**config.mk**
```make
export PLATFORM = sky130hd
export DESIGN_NAME = pmu_freeze_ctrl
export DESIGN_NICKNAME = d
export VERILOG_FILES = /design/src/rtl/pmu_pkg.sv /design/src/rtl/pmu_counter.sv /design/src/rtl/pmu_freeze_fsm.sv /design/src/rtl/pmu_freeze_ctrl.sv
export SDC_FILE = /design/constraint.sdc
export NUM_CORES = 1
export LEC_CHECK = 0
export CAP_MARGIN = 20
export CORE_ASPECT_RATIO = 0.8
export CORE_MARGIN = 2
export CORE_UTILIZATION = 45
export CTS_CLUSTER_SIZE = 20
export DETAILED_ROUTE_END_ITERATION = 8
export DONT_BUFFER_PORTS = 1
export SLEW_MARGIN = 20
export SYNTH_ARGS = -nofsm -noshare
export SYNTH_HDL_FRONTEND = slang
export SYNTH_HIERARCHICAL = 1
export SYNTH_SLANG_ARGS = --single-unit
```
**constraint.sdc**
```tcl
create_clock -name clk -period 2.45 [get_ports clk]
set_input_delay 0.1225 -clock clk [delete_from_list [all_inputs] [get_ports clk]]
set_output_delay 0.1225 -clock clk [all_outputs]
set_load 0.005 [all_outputs]
```
**src/rtl/pmu_pkg.sv**
```systemverilog
package pmu_pkg;

    localparam int REG_W        = 64;
    localparam int ADDR_W       = 4;
    localparam int GP_INT_BIT   = 20;
    localparam int FIX_FIELD_W  = 4;
    localparam int FIX_INT_BIT  = 3;
    localparam int FIX_BASE     = 32;
    localparam int BUF_OVF_BIT  = 62;

    localparam logic [ADDR_W-1:0] ADDR_FIX_CTRL = 4'd4;
    localparam logic [ADDR_W-1:0] ADDR_GLB_EN   = 4'd5;
    localparam logic [ADDR_W-1:0] ADDR_OVF_STAT = 4'd6;
    localparam logic [ADDR_W-1:0] ADDR_OVF_CLR  = 4'd7;
    localparam int                ADDR_CNT_BASE = 8;

    typedef enum logic [1:0] {
        FZ_RUN   = 2'd0,
        FZ_PULSE = 2'd1,
        FZ_HALT  = 2'd2
    } frz_state_t;

endpackage

```
**src/rtl/pmu_counter.sv**
```systemverilog
module pmu_counter #(
    parameter int WIDTH = 48
) (
    input  logic             clk,
    input  logic             rst_n,
    input  logic             inc,
    input  logic             ld,
    input  logic [WIDTH-1:0] ld_val,
    output logic [WIDTH-1:0] value,
    output logic             wrap
);

    // A software load on the same edge wins over counting, so no wrap is reported then.
    assign wrap = inc && !ld && (&value);

    always_ff @(posedge clk or negedge rst_n) begin
        if (!rst_n) begin
            value <= '0;
        end else if (ld) begin
            value <= ld_val;
        end else if (inc) begin
            value <= value + 1'b1;
        end
    end

endmodule

```
**src/rtl/pmu_freeze_fsm.sv**
```systemverilog
module pmu_freeze_fsm
    import pmu_pkg::*;
(
    input  logic clk,
    input  logic rst_n,
    input  logic trigger,
    input  logic rearm,
    output logic irq
);

    frz_state_t state, state_nx;

    always_ff @(posedge clk or negedge rst_n) begin
        if (!rst_n) begin
            state <= FZ_RUN;
        end else begin
            state <= state_nx;
        end
    end

    always_comb begin
        state_nx = state;
        unique case (state)
            FZ_RUN: begin
                if (trigger) state_nx = FZ_PULSE;
            end
            FZ_PULSE: begin
                if (trigger)    state_nx = FZ_PULSE;
                else if (rearm) state_nx = FZ_RUN;
                else            state_nx = FZ_HALT;
            end
            FZ_HALT: begin
                if (trigger)    state_nx = FZ_PULSE;
                else if (rearm) state_nx = FZ_RUN;
            end
            default: state_nx = FZ_RUN;
        endcase
    end

    always_comb begin
        unique case (state)
            FZ_PULSE: irq = 1'b1;
            default:  irq = 1'b0;
        endcase
    end

endmodule

```
**src/rtl/pmu_freeze_ctrl.sv**
```systemverilog
module pmu_freeze_ctrl
    import pmu_pkg::*;
#(
    parameter int CNT_W   = 48,
    parameter int NUM_GP  = 2,
    parameter int NUM_FIX = 3
) (
    input  logic              clk,
    input  logic              rst_n,
    input  logic              bus_we,
    input  logic [ADDR_W-1:0] bus_addr,
    input  logic [REG_W-1:0]  bus_wdata,
    output logic [REG_W-1:0]  bus_rdata,
    input  logic [NUM_GP-1:0] gp_event,
    input  logic [NUM_FIX-1:0] fix_event,
    input  logic              sample_buf_hit,
    input  logic              branch_buf_hit,
    output logic              pmi_irq
);

    localparam int NUM_CNT    = NUM_GP + NUM_FIX;
    localparam int FIX_CTRL_W = NUM_FIX * FIX_FIELD_W;

    function automatic int cnt_bit(input int k);
        return (k < NUM_GP) ? k : FIX_BASE + k - NUM_GP;
    endfunction

    function automatic logic [REG_W-1:0] make_en_mask();
        logic [REG_W-1:0] m;
        m = '0;
        for (int k = 0; k < NUM_CNT; k++) m[cnt_bit(k)] = 1'b1;
        return m;
    endfunction

    localparam logic [REG_W-1:0] EN_MASK   = make_en_mask();
    localparam logic [REG_W-1:0] STAT_MASK = EN_MASK | (64'd1 << BUF_OVF_BIT);

    logic [31:0]           gp_sel [NUM_GP];
    logic [FIX_CTRL_W-1:0] fix_ctrl;
    logic [REG_W-1:0]      glb_en;
    logic [REG_W-1:0]      ovf_stat;
    logic [1:0]            buf_prev;

    logic [CNT_W-1:0]      cnt_val [NUM_CNT];
    logic [NUM_CNT-1:0]    cnt_wrap, cnt_int_en, cnt_event;
    logic [1:0]            buf_hit, buf_rise;
    logic [REG_W-1:0]      ovf_set, ovf_clr;
    logic                  trigger, rearm, glb_wr;

    assign glb_wr   = bus_we && (bus_addr == ADDR_GLB_EN);
    assign rearm    = glb_wr && |(bus_wdata & EN_MASK);
    assign buf_hit  = {branch_buf_hit, sample_buf_hit};
    assign buf_rise = buf_hit & ~buf_prev;
    assign trigger  = |(cnt_wrap & cnt_int_en) || |buf_rise;
    assign ovf_clr  = (bus_we && bus_addr == ADDR_OVF_CLR) ? (bus_wdata & STAT_MASK) : '0;

    for (genvar i = 0; i < NUM_CNT; i++) begin : g_cnt
        localparam int EN_BIT = cnt_bit(i);
        if (i < NUM_GP) begin : g_gp
            assign cnt_event[i]  = gp_event[i];
            assign cnt_int_en[i] = gp_sel[i][GP_INT_BIT];
        end else begin : g_fix
            assign cnt_event[i]  = fix_event[i-NUM_GP];
            assign cnt_int_en[i] = fix_ctrl[(i-NUM_GP)*FIX_FIELD_W + FIX_INT_BIT];
        end
        pmu_counter #(.WIDTH(CNT_W)) u_cnt (
            .clk    (clk),
            .rst_n  (rst_n),
            .inc    (glb_en[EN_BIT] & cnt_event[i]),
            .ld     (bus_we && bus_addr == ADDR_W'(ADDR_CNT_BASE + i)),
            .ld_val (bus_wdata[CNT_W-1:0]),
            .value  (cnt_val[i]),
            .wrap   (cnt_wrap[i])
        );
    end

    for (genvar i = 0; i < NUM_GP; i++) begin : g_sel
        always_ff @(posedge clk or negedge rst_n) begin
            if (!rst_n) begin
                gp_sel[i] <= '0;
            end else if (bus_we && bus_addr == ADDR_W'(i)) begin
                gp_sel[i] <= bus_wdata[31:0];
            end
        end
    end

    always_comb begin
        ovf_set = '0;
        for (int k = 0; k < NUM_CNT; k++) ovf_set[cnt_bit(k)] = cnt_wrap[k];
        ovf_set[BUF_OVF_BIT] = |buf_rise;
    end

    always_ff @(posedge clk or negedge rst_n) begin
        if (!rst_n) begin
            fix_ctrl <= '0;
            glb_en   <= '0;
            ovf_stat <= '0;
            buf_prev <= '0;
        end else begin
            if (bus_we && bus_addr == ADDR_FIX_CTRL) fix_ctrl <= bus_wdata[FIX_CTRL_W-1:0];
            if (trigger)     glb_en <= '0;
            else if (glb_wr) glb_en <= bus_wdata & EN_MASK;
            ovf_stat <= (ovf_stat & ~ovf_clr) | ovf_set;
            buf_prev <= buf_hit;
        end
    end

    pmu_freeze_fsm u_fsm (
        .clk     (clk),
        .rst_n   (rst_n),
        .trigger (trigger),
        .rearm   (rearm),
        .irq     (pmi_irq)
    );

    always_comb begin
        bus_rdata = '0;
        for (int k = 0; k < NUM_GP; k++)
            if (bus_addr == ADDR_W'(k)) bus_rdata = {32'd0, gp_sel[k]};
        for (int k = 0; k < NUM_CNT; k++)
            if (bus_addr == ADDR_W'(ADDR_CNT_BASE + k))
                bus_rdata = {{(REG_W-CNT_W){1'b0}}, cnt_val[k]};
        if (bus_addr == ADDR_FIX_CTRL) bus_rdata = {{(REG_W-FIX_CTRL_W){1'b0}}, fix_ctrl};
        if (bus_addr == ADDR_GLB_EN)   bus_rdata = glb_en;
        if (bus_addr == ADDR_OVF_STAT) bus_rdata = ovf_stat;
    end

endmodule

```
==> metrics.yaml <==
placement:
  routabilityCongestion: 1.061
  place_hpwl_um: 65280
  place_ws_ps: -33.15
  port_buffers: 0
  dp_cells: 2981
clocking:
  hold_buffers: 51
  clock-root-buffer: "clkbuf_16"
  cts_tree: "built"
  path_clk_slew_ps: 60
  clock_latency_ps: 560
  cts_buffers: 39
  clkSinkCount: 331
  clk_path_buf_depth: 3
  htree_levels: 2
finish:
  fin_nets: 2547
  final_cells: 3112
  fillCellCount: 4168
  syn_to_final_growth_pct: 19.48
  drive_gt1_share_pct: 22.28
  multi_input_area_mm2: 0.01219
  register_area_mm2: 0.008284
synthesis:
  synth-edff-count: 0
  avgSynthCellArea_um2: 9.472
  ys_ff_latch: 331
  synthArstFlopShare_pct: 100.0
  synth_area_mm2: 0.02105
  synthTopCellsByCount: "dfrtp_1 (331), nand2_1 (312), o21ai_0 (198)"
  synth_top_area_share_pct: 39.36
  yosys.area.top_type: "dfrtp_1"
  yosysUniqueCellTypes: 81
  syn_inst: 2222
  yosysSeqAreaShare_pct: 39.36
  yosysWarnings: 6
  yosys-top-cells-area: "dfrtp_1 (39%), nand2_1 (5.6%), o21ai_0 (4.7%)"
  yosys.cell_count.top_type: "dfrtp_1"
  dominantRegCellSynth: "dfrtp_1"
timing:
  hold_viol: 331
  max_slew_margin_pct: 23.89
  whs_ps: -735.3
  worst_slack_ps: 48.07
  finalCriticalPeriod_ps: 2402
  drv_slew: 0
  fin_tns_setup_ps: 0
  max_freq_mhz: 416.3
  finalSetupViolCount: 0
  finClkSkew_ps: 15.36
  worstMarginPinSlew_ps: 1142
  rsz0062_at_grt: "false"
  finalCritPeriodShare_pct: 98.04
floorplan:
  pin_count: 143
  num_rows: 70
  die_w_um: 245.8
  die_area_mm2: 0.04853
  coreArea_mm2: 0.04589
  initial_utilization_pct: 45.86
  die_y_um: 197.4
power_and_ir_drop:
  p_leak_uw: 0.009837
  peakVddDrop_mv: 0.5031
  p_per_area_mw_per_mm2: 735.7
worst_setup_path:
  startpoint_type: "flop"
  path_class: "reg2reg"
  cp.arrival_ps: 2850
  cp_max_fo: 4
  required_ps: 2890
  cp-end-kind: "flop"
run_status:
  violations: "hold timing"
  status: "complete, but fails checks"
drt:
  drt-total-wl_um: 90530
  drc: 0
  viasPerCell: 6.508
  wl_met3_um: 11450
  drt_first_pass_iters: 6
  num_vias: 20253
  wl_met2_um: 36350
  wl_per_cell_um: 29.09
  drt_iter0_markers: 2858
  wl_met1_um: 38330
  top_layer: "met4"
  ant_nets: 0
global_route:
  antenna_found_initial: 4
  grt_max_degree: 332
  grt_overflow: 0
  grt_pass1_vias: 18796
  grt_pass1_wl_um: 131100
  grtUsageTotal_pct: 37.15
worst_hold_path:
  hp-class: "in2async"
flow_run:
  maxCapViolations: 0
==> layout by cell type, fill, tap and decap left out, types with 10 or more instances in the layout <==
cell type      Yosys  layout
a21oi_1           21      21
a221o_1           20      20
a22o_1            14      14
a31oi_1           40      40
and2_1            25      23
and3_1            27      26
and4_1            41      38
buf_4             22     263
clkbuf_16          0      41
clkbuf_8           0      13
conb_1             1      15
dfrtp_1          331     330
dlygate4sd3_1      0      51
inv_1             24      24
mux2_2            81      81
mux2i_1           59      59
mux4_2            32      32
nand2_1          312     312
nand3_1           95      91
nand3_2            9      12
nand4_1           98      98
nand4_4           10      10
nor2_1            96      93
nor2b_1           16      15
nor3_1            54      50
nor4_1            30      27
nor4_2            21      24
o211ai_1          13      13
o21ai_0          198     198
o21ai_1           23      23
o22ai_1           17      17
o31ai_1           10      10
or3_1             33      33
or4_1             22      22
xnor2_1           87      87
xor2_1           103     103
==> logic make-up after synthesis <==
kind of cell / share of synthesized area [%]
AO/OA/AOI/OAI: 12.11
XOR/XNOR: 7.907
adder cells (fa/ha/maj): 0.2972
buffers and inverters: 3.549
flip-flops: 39.36
multiplexers: 10.72
other: 0.01782
AND/OR/NAND/NOR: 26.04
==> worst paths after layout <==
kind	from	endpoint	slack, ps	depth (start not counted)
hold reg to reg	ovf_stat[0]$_DFF_PN0_	ovf_stat[0]$_DFF_PN0_	490	1
setup reg to reg	g_cnt[3].u_cnt/value[35]$_DFFE_PN0P_	glb_en[1]$_DFFE_PN0P_	50	11
max in group asynchronous	rst_n	g_cnt[1].u_cnt/value[42]$_DFFE_PN0P_	2250	0
hold / removal	rst_n	buf_prev[0]$_DFF_PN0_	-740	0
setup / recovery	g_cnt[3].u_cnt/value[35]$_DFFE_PN0P_	glb_en[1]$_DFFE_PN0P_	50	11
min in group clk	bus_addr[2]	glb_en[0]$_DFFE_PN0P_	40	3
==> layer usage <==
layer / track usage (%) / up-vias
met2: 50.81 / 1289
met5: 0 / -
li1: - / 8730
met4: 16.39 / 0
met1: 54.27 / 9988
met3: 10.30 / 246
==> worst max-delay path: stages (launching register included) <==
cell      delay (ps)
dfrtp_1          360
nand4_2          130
nor4_2           470
buf_4            190
nand4_1          110
buf_4            190
nor3_1           180
buf_4            150
a222oi_1         100
nand3_1          220
buf_6            150
a21oi_1           40
==> power by group <==
group	internal (µW)	switching [µW]	leakage [µW]	total (µW)
clock	3440	2470	0.000632	5910
sequential	6620	1140	0.00408	7760
combinational	2180	2640	0.00512	4830
total	12200	6260	0.00984	18500
==> flip-flops by register name, indices dropped and copies added, names as in the netlist <==
name,count
u_fsm/state,2
glb_en,5
ovf_stat,6
g_cnt.u_cnt/value,240
buf_prev,2
fix_ctrl,12
cnt_int_en,2
gp_sel,62
==> what timing repair did <==
| action | CTS | global route |
|---|---|---|
| hold endpoints to repair | 661 | 331 |
| pin swaps | 0 | 5 |
| gates resized for setup | 2 | 19 |
| endpoints found under the setup margin | 3 | 12 |
| setup buffers | 0 | 3 |
==> per-stage QoR <==
stage               utilization [%]  power [µW]  instance area, µm²
floorplan                         -       10060               21110
global placement              50.66       12070               23250
detailed placement            50.66       12220               23250
CTS                           54.56       18330               25040
global route                  54.75       19160               25130
finish                        54.79       18500               25150
==> area by class of cell <==
| class | count | area share [%] |
|---|---|---|
| clock inverters | 6 | 0.1194 |
| clock buffers | 62 | 4.911 |
| flip-flops and latches | 331 | 32.94 |
| diodes | 9 | 0.08956 |
| repair buffers | 317 | 10.05 |
| multi-input cells | 1750 | 48.47 |
| inverters | 25 | 0.3732 |
| well taps | 612 | 3.045 |
No activity file was read; power rests on OpenSTA's default activity.
